===== src/rtl/dbr_pkg.sv =====
package dbr_pkg;

   // transfer codes as delivered by the decoder
   typedef enum logic [3:0] {
      XF_SEQ    = 4'd0,
      XF_BEQ    = 4'd1,
      XF_BNE    = 4'd2,
      XF_BLEZ   = 4'd3,
      XF_BGTZ   = 4'd4,
      XF_BLTZ   = 4'd5,
      XF_BGEZ   = 4'd6,
      XF_BLTZL  = 4'd7,
      XF_BGEZL  = 4'd8,
      XF_JABS   = 4'd9,
      XF_JABSL  = 4'd10,
      XF_JREG   = 4'd11,
      XF_JREGL  = 4'd12
   } xfer_e;

   // which source feeds nPC
   typedef enum logic [1:0] {
      TS_SEQ = 2'd0,
      TS_REL = 2'd1,
      TS_ABS = 2'd2,
      TS_REG = 2'd3
   } tsel_e;

endpackage


===== src/rtl/dbr_cond.sv =====
module dbr_cond #(
   parameter int XLEN = 32
) (
   input  logic [3:0]      xfer_i,
   input  logic [XLEN-1:0] opnd_a,
   input  logic [XLEN-1:0] opnd_b,
   output dbr_pkg::tsel_e  tsel_o,
   output logic            link_o
);
   import dbr_pkg::*;

   logic a_eq_b;
   logic a_neg;
   logic a_zero;
   logic a_lez;
   logic a_gtz;

   assign a_eq_b = (opnd_a == opnd_b);
   assign a_neg  = opnd_a[XLEN-1];
   assign a_zero = (opnd_a == '0);
   assign a_lez  = a_neg | a_zero;
   assign a_gtz  = ~a_neg & ~a_zero;

   always_comb begin
      tsel_o = TS_SEQ;
      link_o = 1'b0;
      case (xfer_i)
         XF_BEQ:   if (a_eq_b)  tsel_o = TS_REL;
         XF_BNE:   if (!a_eq_b) tsel_o = TS_REL;
         XF_BLEZ:  if (a_lez)   tsel_o = TS_REL;
         XF_BGTZ:  if (a_gtz)   tsel_o = TS_REL;
         XF_BLTZ:  if (a_neg)   tsel_o = TS_REL;
         XF_BGEZ:  if (!a_neg)  tsel_o = TS_REL;
         XF_BLTZL: begin
            link_o = 1'b1;
            if (a_neg) tsel_o = TS_REL;
         end
         XF_BGEZL: begin
            link_o = 1'b1;
            if (!a_neg) tsel_o = TS_REL;
         end
         XF_JABS:  tsel_o = TS_ABS;
         XF_JABSL: begin
            link_o = 1'b1;
            tsel_o = TS_ABS;
         end
         XF_JREG:  tsel_o = TS_REG;
         XF_JREGL: begin
            link_o = 1'b1;
            tsel_o = TS_REG;
         end
         default:  tsel_o = TS_SEQ;
      endcase
   end

endmodule


===== src/rtl/dbr_target.sv =====
module dbr_target #(
   parameter int XLEN       = 32,
   parameter int INSN_BYTES = 4,
   parameter int OFS_W      = 16,
   parameter int JIDX_W     = 26
) (
   input  logic [XLEN-1:0]   npc_i,
   input  logic [OFS_W-1:0]  ofs_i,
   input  logic [JIDX_W-1:0] idx_i,
   input  logic [XLEN-1:0]   reg_i,
   input  dbr_pkg::tsel_e    tsel_i,
   output logic [XLEN-1:0]   seq_o,
   output logic [XLEN-1:0]   tgt_o
);
   import dbr_pkg::*;

   localparam int SH     = $clog2(INSN_BYTES);
   localparam int SEXT_W = XLEN - OFS_W - SH;
   localparam int HOLD_W = XLEN - JIDX_W - SH;
   localparam logic [XLEN-1:0] STEP = XLEN'(INSN_BYTES);

   logic [XLEN-1:0] rel_disp;
   logic [XLEN-1:0] rel_tgt;
   logic [XLEN-1:0] abs_tgt;
   logic [XLEN-1:0] reg_tgt;

   assign seq_o = npc_i + STEP;

   // displacement: sign extension only when the field is narrower than the address
   generate
      if (SEXT_W > 0) begin : g_sext
         assign rel_disp = {{SEXT_W{ofs_i[OFS_W-1]}}, ofs_i, {SH{1'b0}}};
      end else begin : g_nosext
         assign rel_disp = {ofs_i[XLEN-SH-1:0], {SH{1'b0}}};
      end
   endgenerate

   assign rel_tgt = npc_i + rel_disp;

   // absolute jump: keep the region bits of the delay-slot address if any remain
   generate
      if (HOLD_W > 0) begin : g_region
         assign abs_tgt = {npc_i[XLEN-1 -: HOLD_W], idx_i, {SH{1'b0}}};
      end else begin : g_flat
         assign abs_tgt = {idx_i, {SH{1'b0}}};
      end
   endgenerate

   assign reg_tgt = {reg_i[XLEN-1:SH], {SH{1'b0}}};

   always_comb begin
      case (tsel_i)
         TS_REL:  tgt_o = rel_tgt;
         TS_ABS:  tgt_o = abs_tgt;
         TS_REG:  tgt_o = reg_tgt;
         default: tgt_o = seq_o;
      endcase
   end

endmodule


===== src/rtl/dbr_pc_regs.sv =====
module dbr_pc_regs #(
   parameter int XLEN       = 32,
   parameter int INSN_BYTES = 4,
   parameter logic [XLEN-1:0] RESET_PC = '0
) (
   input  logic            clk,
   input  logic            rst_n,
   input  logic [XLEN-1:0] npc_d,
   output logic [XLEN-1:0] pc_q,
   output logic [XLEN-1:0] npc_q
);
   localparam logic [XLEN-1:0] STEP = XLEN'(INSN_BYTES);

   always_ff @(posedge clk or negedge rst_n) begin
      if (!rst_n) begin
         pc_q  <= RESET_PC;
         npc_q <= RESET_PC + STEP;
      end else begin
         pc_q  <= npc_q;
         npc_q <= npc_d;
      end
   end

   // leaving reset, the executing address is the reset address
   p_reset_value_r1: assert property (@(posedge clk) disable iff (!rst_n)
      $rose(rst_n) |-> (pc_q == RESET_PC));

   // the executing address always follows the previous nPC
   p_pc_follow_r2: assert property (@(posedge clk) disable iff (!rst_n)
      $past(rst_n) |-> (pc_q == $past(npc_q)));

endmodule


===== src/rtl/dbr_pc_seq.sv =====
module dbr_pc_seq #(
   parameter int XLEN       = 32,
   parameter int INSN_BYTES = 4,
   parameter int OFS_W      = 16,
   parameter int JIDX_W     = 26,
   parameter int REG_W      = 5,
   parameter int LINK_REG   = 31,
   parameter logic [XLEN-1:0] RESET_PC = '0
) (
   input  logic              clk,
   input  logic              rst_n,
   input  logic [3:0]        xfer_op,
   input  logic [XLEN-1:0]   opnd_a,
   input  logic [XLEN-1:0]   opnd_b,
   input  logic [OFS_W-1:0]  br_ofs,
   input  logic [JIDX_W-1:0] jmp_idx,
   output logic [XLEN-1:0]   fetch_pc,
   output logic              link_we,
   output logic [XLEN-1:0]   link_val,
   output logic [REG_W-1:0]  link_rd
);
   import dbr_pkg::*;

   localparam int SH     = $clog2(INSN_BYTES);
   localparam int HOLD_W = XLEN - JIDX_W - SH;
   localparam logic [XLEN-1:0] STEP = XLEN'(INSN_BYTES);

   // elaboration-time parameter checks
   generate
      if (INSN_BYTES < 2 || (1 << SH) != INSN_BYTES) begin : g_bad_step
         $error("INSN_BYTES must be a power of two of at least 2");
      end
      if (OFS_W + SH > XLEN) begin : g_bad_ofs
         $error("branch offset field does not fit the address");
      end
      if (JIDX_W + SH > XLEN) begin : g_bad_idx
         $error("jump index field does not fit the address");
      end
      if (LINK_REG < 0 || LINK_REG >= (1 << REG_W)) begin : g_bad_link
         $error("LINK_REG not addressable with REG_W bits");
      end
   endgenerate

   tsel_e           tsel;
   logic            link_req;
   logic [XLEN-1:0] pc_q;
   logic [XLEN-1:0] npc_q;
   logic [XLEN-1:0] npc_d;
   logic [XLEN-1:0] seq_addr;

   dbr_cond #(.XLEN(XLEN)) u_cond (
      .xfer_i (xfer_op),
      .opnd_a (opnd_a),
      .opnd_b (opnd_b),
      .tsel_o (tsel),
      .link_o (link_req)
   );

   dbr_target #(
      .XLEN       (XLEN),
      .INSN_BYTES (INSN_BYTES),
      .OFS_W      (OFS_W),
      .JIDX_W     (JIDX_W)
   ) u_tgt (
      .npc_i  (npc_q),
      .ofs_i  (br_ofs),
      .idx_i  (jmp_idx),
      .reg_i  (opnd_a),
      .tsel_i (tsel),
      .seq_o  (seq_addr),
      .tgt_o  (npc_d)
   );

   dbr_pc_regs #(
      .XLEN       (XLEN),
      .INSN_BYTES (INSN_BYTES),
      .RESET_PC   (RESET_PC)
   ) u_regs (
      .clk   (clk),
      .rst_n (rst_n),
      .npc_d (npc_d),
      .pc_q  (pc_q),
      .npc_q (npc_q)
   );

   assign fetch_pc = pc_q;
   assign link_we  = link_req;
   assign link_val = seq_addr;
   assign link_rd  = REG_W'(LINK_REG);

   // without a redirect, nPC moves by exactly one instruction
   p_seq_step_r2: assert property (@(posedge clk) disable iff (!rst_n)
      ($past(rst_n) && $past(tsel) == TS_SEQ) |-> (npc_q == $past(npc_q) + STEP));

   // a taken less-or-equal-zero branch implies a zero or negative operand
   p_lez_test_r3: assert property (@(posedge clk) disable iff (!rst_n)
      (xfer_op == XF_BLEZ && tsel == TS_REL) |-> (opnd_a == '0 || opnd_a[XLEN-1]));

   // fetch addresses stay instruction-aligned
   p_fetch_align_r7: assert property (@(posedge clk) disable iff (!rst_n)
      fetch_pc[SH-1:0] == '0);

   // absolute jumps preserve the region bits of nPC
   generate
      if (HOLD_W > 0) begin : g_region_chk
         p_jump_region_r6: assert property (@(posedge clk) disable iff (!rst_n)
            ($past(rst_n) && ($past(xfer_op) == XF_JABS || $past(xfer_op) == XF_JABSL))
            |-> (npc_q[XLEN-1 -: HOLD_W] == $past(npc_q[XLEN-1 -: HOLD_W])));
      end
   endgenerate

endmodule


===== config.mk =====
export PLATFORM = sky130hd
export DESIGN_NAME = dbr_pc_seq
export DESIGN_NICKNAME = d
export VERILOG_FILES = /design/src/rtl/dbr_pkg.sv /design/src/rtl/dbr_cond.sv /design/src/rtl/dbr_target.sv /design/src/rtl/dbr_pc_regs.sv /design/src/rtl/dbr_pc_seq.sv
export SDC_FILE = /design/constraint.sdc
export NUM_CORES = 1
export LEC_CHECK = 0
export BUFFER_PORTS_ARGS = -buffer_cell sky130_fd_sc_hd__buf_2
export CORE_MARGIN = 5
export CORE_UTILIZATION = 55
export DETAILED_ROUTE_END_ITERATION = 12
export PLACE_DENSITY_LB_ADDON = 0.05
export SLEW_MARGIN = 15
export SYNTH_ARGS = -nofsm -noshare
export SYNTH_HDL_FRONTEND = slang
export SYNTH_SLANG_ARGS = --single-unit

===== constraint.sdc =====
create_clock -name clk -period 5.2 [get_ports clk]
set_clock_uncertainty 0.1 [all_clocks]
set_input_delay 0.78 -clock clk [delete_from_list [all_inputs] [get_ports clk]]
set_output_delay 0.78 -clock clk [all_outputs]
set_load 0.05 [all_outputs]

# --- Word-level counts from Yosys, hierarchy flattened ---
# Cells that the tools add are included.
totals:
  romBits: 0
  regBits: 64
  n_memories: 0
  latchBits: 0
  mem_bits_rw: 0
op_classes:
  n_div: 0
  mux: 9
  reduce_logical: 6
  order_cmp: 0
  shifts: 0
  multipliers: 0
  bitwise_logic: 4
  n_eq_ne: 16
  add_sub_neg: 2
op_table:
  columns: ["operator", "count"]
  rows:
  - ["one-hot mux 32 bit (3 select lines)", 1]
  - ["adder 32 x 3 -> 32 bit (second input constant)", 1]
  - ["adder 32 bit", 1]
  - ["equality test 32 bit", 1]
  - ["zero test 32 bit", 1]
  - ["equality test 4 bit (second input constant)", 5]
  - ["equality test 4 x 3 -> 1 bit (second input constant)", 4]
  - ["one-hot mux 2 bit (8 select lines)", 1]
  - ["equality test 4 x 2 -> 1 bit (second input constant)", 2]
  - ["OR reduction 2 bit", 4]
  - ["2-to-1 mux 1 bit", 7]
  - ["equality test 2 bit (second input constant)", 2]
  - ["equality test 4 x 1 -> 1 bit (second input constant)", 1]
  - ["OR reduction 4 bit", 1]
  - ["equality test 2 x 1 -> 1 bit (second input constant)", 1]
  - ["inverter 1 bit", 2]
  - ["AND 1 bit", 1]
  - ["bitwise OR 1 bit", 1]

# --- Logic depth before layout (Yosys ltp) ---
depth:
  depth_word: 7
  depth_mapped: 11
  ltp_nobuf: 10

# --- Hierarchy ---
# From an unflattened synthesis, not the netlist that was laid out.
hier_totals:
  hier_cells: 559
  area_unflattened_um2: 5296.3
modules_own_cells:
  columns: ["module", "cells_per_inst", "area_per_inst_um2", "seq_area_each_um2", "n_inst"]
  rows:
  - ["dbr_target", 412, 3071.7, 0.0, 1]
  - ["dbr_pc_regs", 64, 1602.8, 1602.8, 1]
  - ["dbr_cond", 77, 580.6, 0.0, 1]
  - ["dbr_pc_seq", 6, 41.3, 0.0, 1]

# --- Worst setup path after synthesis ---
# OpenSTA, ideal clock, no wires.
synth_timing:
  kind: "register to output"
  startpoint: "reg u_regs.npc_q[2]"
  endpoint: "out link_val[26]"
  n_path_buf: 0
  required_time_ps: 4320
  arrival_time_ps: 2502
  stages_incl_launch_ff: 7
  setup_slack_ps: 1818
  path_cell_list: "dfstp_2 -> ha_1 -> and3_1 -> or3b_2 -> inv_1 -> nand4_1 -> xnor2_1"
synth_via:
  elab_chain_len: 1
synth_rtl:
  columns: ["item", "line_no", "rtl"]
  rows:
  - ["start: declaration", "dbr_pc_regs.sv:10", "output logic [XLEN-1:0] npc_q"]
  - ["start signal: assignment", "dbr_pc_regs.sv:17", "npc_q <= RESET_PC + STEP;"]
  - ["start signal: assignment", "dbr_pc_regs.sv:20", "npc_q <= npc_d;"]
  - ["adder 32 x 3 -> 32 bit", "dbr_target.sv:27", "assign seq_o = npc_i + STEP;"]
  - ["end: declaration", "dbr_pc_seq.sv:19", "output logic [XLEN-1:0] link_val,"]
# Every way passes these cells.

# --- Final worst setup path ---
layout_timing:
  startpoint: "in opnd_a[12]"
  endpoint: "reg u_regs.npc_q[20]"
layout_via:
  elab_chain_len: 7
layout_rtl:
  columns: ["item", "line_no", "rtl"]
  rows:
  - ["start: declaration", "dbr_pc_seq.sv:13", "input logic [XLEN-1:0] opnd_a,"]
  - ["zero test 32 bit", "dbr_cond.sv:20", "assign a_zero = (opnd_a == '0);"]
  - ["inverter 1 bit", "dbr_cond.sv:22", "assign a_gtz = ~a_neg & ~a_zero;"]
  - ["AND 1 bit", "dbr_cond.sv:22", null]
  - ["2-to-1 mux 1 bit", "dbr_cond.sv:31", "XF_BGTZ: if (a_gtz) tsel_o = TS_REL;"]
  - ["one-hot mux 2 bit (8 select lines) (*)", "dbr_cond.sv:27", "case (xfer_i)"]
  - ["equality test 2 bit or equality test 2 x 1 -> 1 bit (tied branches)", "dbr_target.sv:52", "case (tsel_i)"]
  - ["one-hot mux 32 bit (3 select lines) (*)", "dbr_target.sv:52", null]
  - ["named net npc_d[20]", "dbr_pc_seq.sv:48", "logic [XLEN-1:0] npc_d;"]
# The timed path passes the listed nets; every way through them passes the cells marked *.
# A chain may end at the register's enable or synchronous reset.

==> key figures <==
Outcome
  • Outcome: finished, final reports clean

Timing
  • Post-route minimum period: 3860 ps
  • Achievable frequency: 259 MHz
  • Slew HR: between 10% and 20%
  • Hold Slack: 353 ps
  • Fin crit share: 74.3%
  • Hold Fails Final Rpt: 0
  • RSZ-0062 raised after global routing: no
  • Slew Viols, Final: 0
  • Least-Margin Pin Slew: 1250 ps
  • Final setup violation count: 0
  • Final TNS setup: 0 ps

Routing
  • Drt pass-1 iters: 5
  • Post-Route WL: approximately 18 mm
  • 1st-iter DRT viols: 350
  • WL per Instance: 20.8 µm
  • Routed vias/inst: between 6 and 7
  • DR vias: 5390
  • Antenna-violating nets left: 0
  • DRC: 0

Clocking
  • H-tree depth: 3
  • Clk slew on worst S/H paths: 70 ps
  • Clock sink count: 60
  • CTS Hold Bufs: 0
  • Worst skew pair latency: 340 ps
  • Resized Gates After CTS: 0
  • Num CTS Buffers: 9
  • Root buf cell: clkbuf_8
  • CTS tree: yes
  • Post-CTS setup buffer count: 0
  • Max Buffers Root-to-Sink: 2

Worst setup path
  • Critical Path RT: 5330 ps
  • CP endpoint kind: register
  • Crit path buffers/inverters: 1
  • Worst path arrival time: about 4000 ps
  • CP max stage delay: around 800 ps
  • Crit-path slowest cell: nor4b_4
  • Max FO, Critical Path: 19
  • CP top delay family: simple AND/OR/NAND/NOR gates
  • Worst-path cell chain: buf_2 -> xor2_1 -> nor4_1 -> nand4_1 -> o21ai_0 -> nor4b_4 -> nand2b_1 -> nor2_1 -> o32a_1
  • Critical path startpoint category: input pin
  • WS Path Type: in2reg

Die
  • DIE AREA: 11500 µm²
  • Die Span Y: around 110 µm
  • Cell Rows: 35
  • Initial Util: a little under three fifths
  • Core box area: ~9000 µm²
  • Die Span X: 107 µm
  • I/O pin count: 182

Global route
  • Total gr overflow: 0
  • Largest net degree at the start of global routing: 61
  • Vias in the first global route: 5285
  • Initial antenna violation count: 0
  • First-pass GRT wire length: 28.0 mm
  • Total track usage: 31.0%

Placed design
  • Final GP Congestion: 0.957
  • Post-DP HPWL: 14.4 mm
  • PortBufs: about 170

Yosys
  • Post-synthesis sequential area ratio: 28.9%
  • Flops & latches, synth: 60
  • Syn. warnings: 0
  • Synth Instances: just under 600
  • Post-Syn Area: 5200 µm²
  • Top FF cell, synth: dfrtp_1
  • Synth cell types: 65
  • Asr flop ratio synth: between 90% and 100%
  • EDFF count, synth: 0
  • Avg Cell Area, Syn: ~9 µm²

Power
  • LEAKAGE: 0.00296 µW
  • Ratio of total power to cell area: 666 nW/µm²
  • Max VDD drop: 401 µV

Finish
  • Area growth, synth to finish: 21.0%
  • Layout cells sized above 1: between 20 and 30%
  • Final #Nets: 895
  • Final core occ: 68.1%
  • Most frequent cells in the layout: buf_2 (172), dfrtp_1 (59), xor2_1 (52), nor2_1 (43), a21oi_1 (42)
  • FILL cells: a little under 800
  • Commonest non-fill, non-tap cell in the layout: buf_2
  • Ant diodes: 0

Hold path
  • Hold crit path type: reg2reg

Run
  • MaxCap Viol Count: 0
-- path summary, 6_finish.rpt --
path                                            start                      endpoint  slack (ps)  cells after the start
max                                        opnd_a[12]    u_regs.npc_q[20]$_DFF_PN0_        1340                      9
max reg2reg                 u_regs.npc_q[2]$_DFF_PN1_  u_regs.npc_q[30]$_DFFE_PN0P_        1650                     10
max in group asynchronous                       rst_n     u_regs.pc_q[18]$_DFF_PN0_        3950                      2
min in group asynchronous                       rst_n      u_regs.pc_q[6]$_DFF_PN0_         510                      2
min reg2reg                u_regs.npc_q[23]$_DFF_PN0_     u_regs.pc_q[23]$_DFF_PN0_         350                      0
min                        u_regs.npc_q[23]$_DFF_PN0_     u_regs.pc_q[23]$_DFF_PN0_         350                      0
-- flip-flops by register name (all words and copies together) (netlist names) --
register,count
u_regs.pc_q,30
u_regs.npc_q,30
-- power breakdown --
| group | internal, µW | switching [µW] | total (µW) |
|---|---|---|---|
| clock | 229 | 198 | 427 |
| combinational | 885 | 1960 | 2850 |
| sequential | 692 | 229 | 920 |
-- metrics by stage --
step	instances	setup slack [ps]	total power [µW]	cell area, µm²
finish	885	1340	4190	6290
global route	885	1190	4430	6290
CTS	885	1350	4160	6290
detailed placement	870	993	3720	6100
global placement	870	1100	3700	6100
floorplan	599	1820	3040	5230
-- per-layer routing --
layer | GRT usage [%] | wire, µm | vias up
li1 | - | - | 2514
met1 | 40.8 | 7510 | 2508
met2 | 51.4 | 8770 | 331
met3 | 6.06 | 1630 | 37
met4 | 9.50 | 449 | 0
met5 | 0 | 0 | -
-- logic make-up (layout without fill, tap and decap cells) --
kind of cell / after synthesis / count (layout) / synth area share [%]
multiplexers: 17 / 17 / 3.41
XOR/XNOR: 82 / 82 / 13.8
buffers and inverters: 50 / 207 / 4.57
flip-flops: 60 / 60 / 28.9
other: 2 / 9 / 0.144
AO/OA/AOI/OAI: 169 / 169 / 23.3
AND/OR/NAND/NOR: 181 / 181 / 18.3
adder cells (fa/ha/maj): 31 / 31 / 7.60
-- worst reg2reg max path: stages (launching register included) --
cell	delay [ps]
dfstp_2	640
ha_1	250
fa_1	250
a211oi_1	110
or3_1	430
a211o_1	390
a2111oi_4	420
o211ai_2	170
a311oi_1	320
o21ai_0	130
a31o_2	250
-- cell usage after synthesis, types with 5 or more instances --
cell	number	share of area, %
nor4_1	18	2.2
a211oi_2	5	1.2
nor2_1	43	3.1
nand2_1	33	2.4
and3_1	14	1.7
a22oi_1	10	1.4
inv_1	17	1.2
a2bb2oi_1	6	1.0
buf_2	7	0.67
xnor2_1	30	5.1
xor2_1	52	8.8
clkbuf_1	15	1.1
a21o_1	8	1.2
mux2i_1	13	2.5
dfrtp_1	59	28
o21a_1	10	1.4
o21ai_0	21	2.0
nand3_1	13	1.3
and2_1	7	0.84
a221o_1	6	1.2
buf_4	11	1.6
a221oi_1	6	1.0
ha_1	30	7.2
a21oi_1	43	4.1
nand2b_1	11	1.3
nor3_1	10	0.96
a211oi_1	8	1.2
nand4_1	14	1.7
-- cell type report --
class	instances	area, µm²	area share, %
clock buffer	10	138	2.19
clock inverter	5	52.6	0.835
inverter	17	63.8	1.01
multi-input combinational	489	3490	55.5
sequential	60	1500	23.9
tap	129	161	2.56
timing repair buffer	175	883	14.0
No activity file was read; power rests on OpenSTA's default activity.
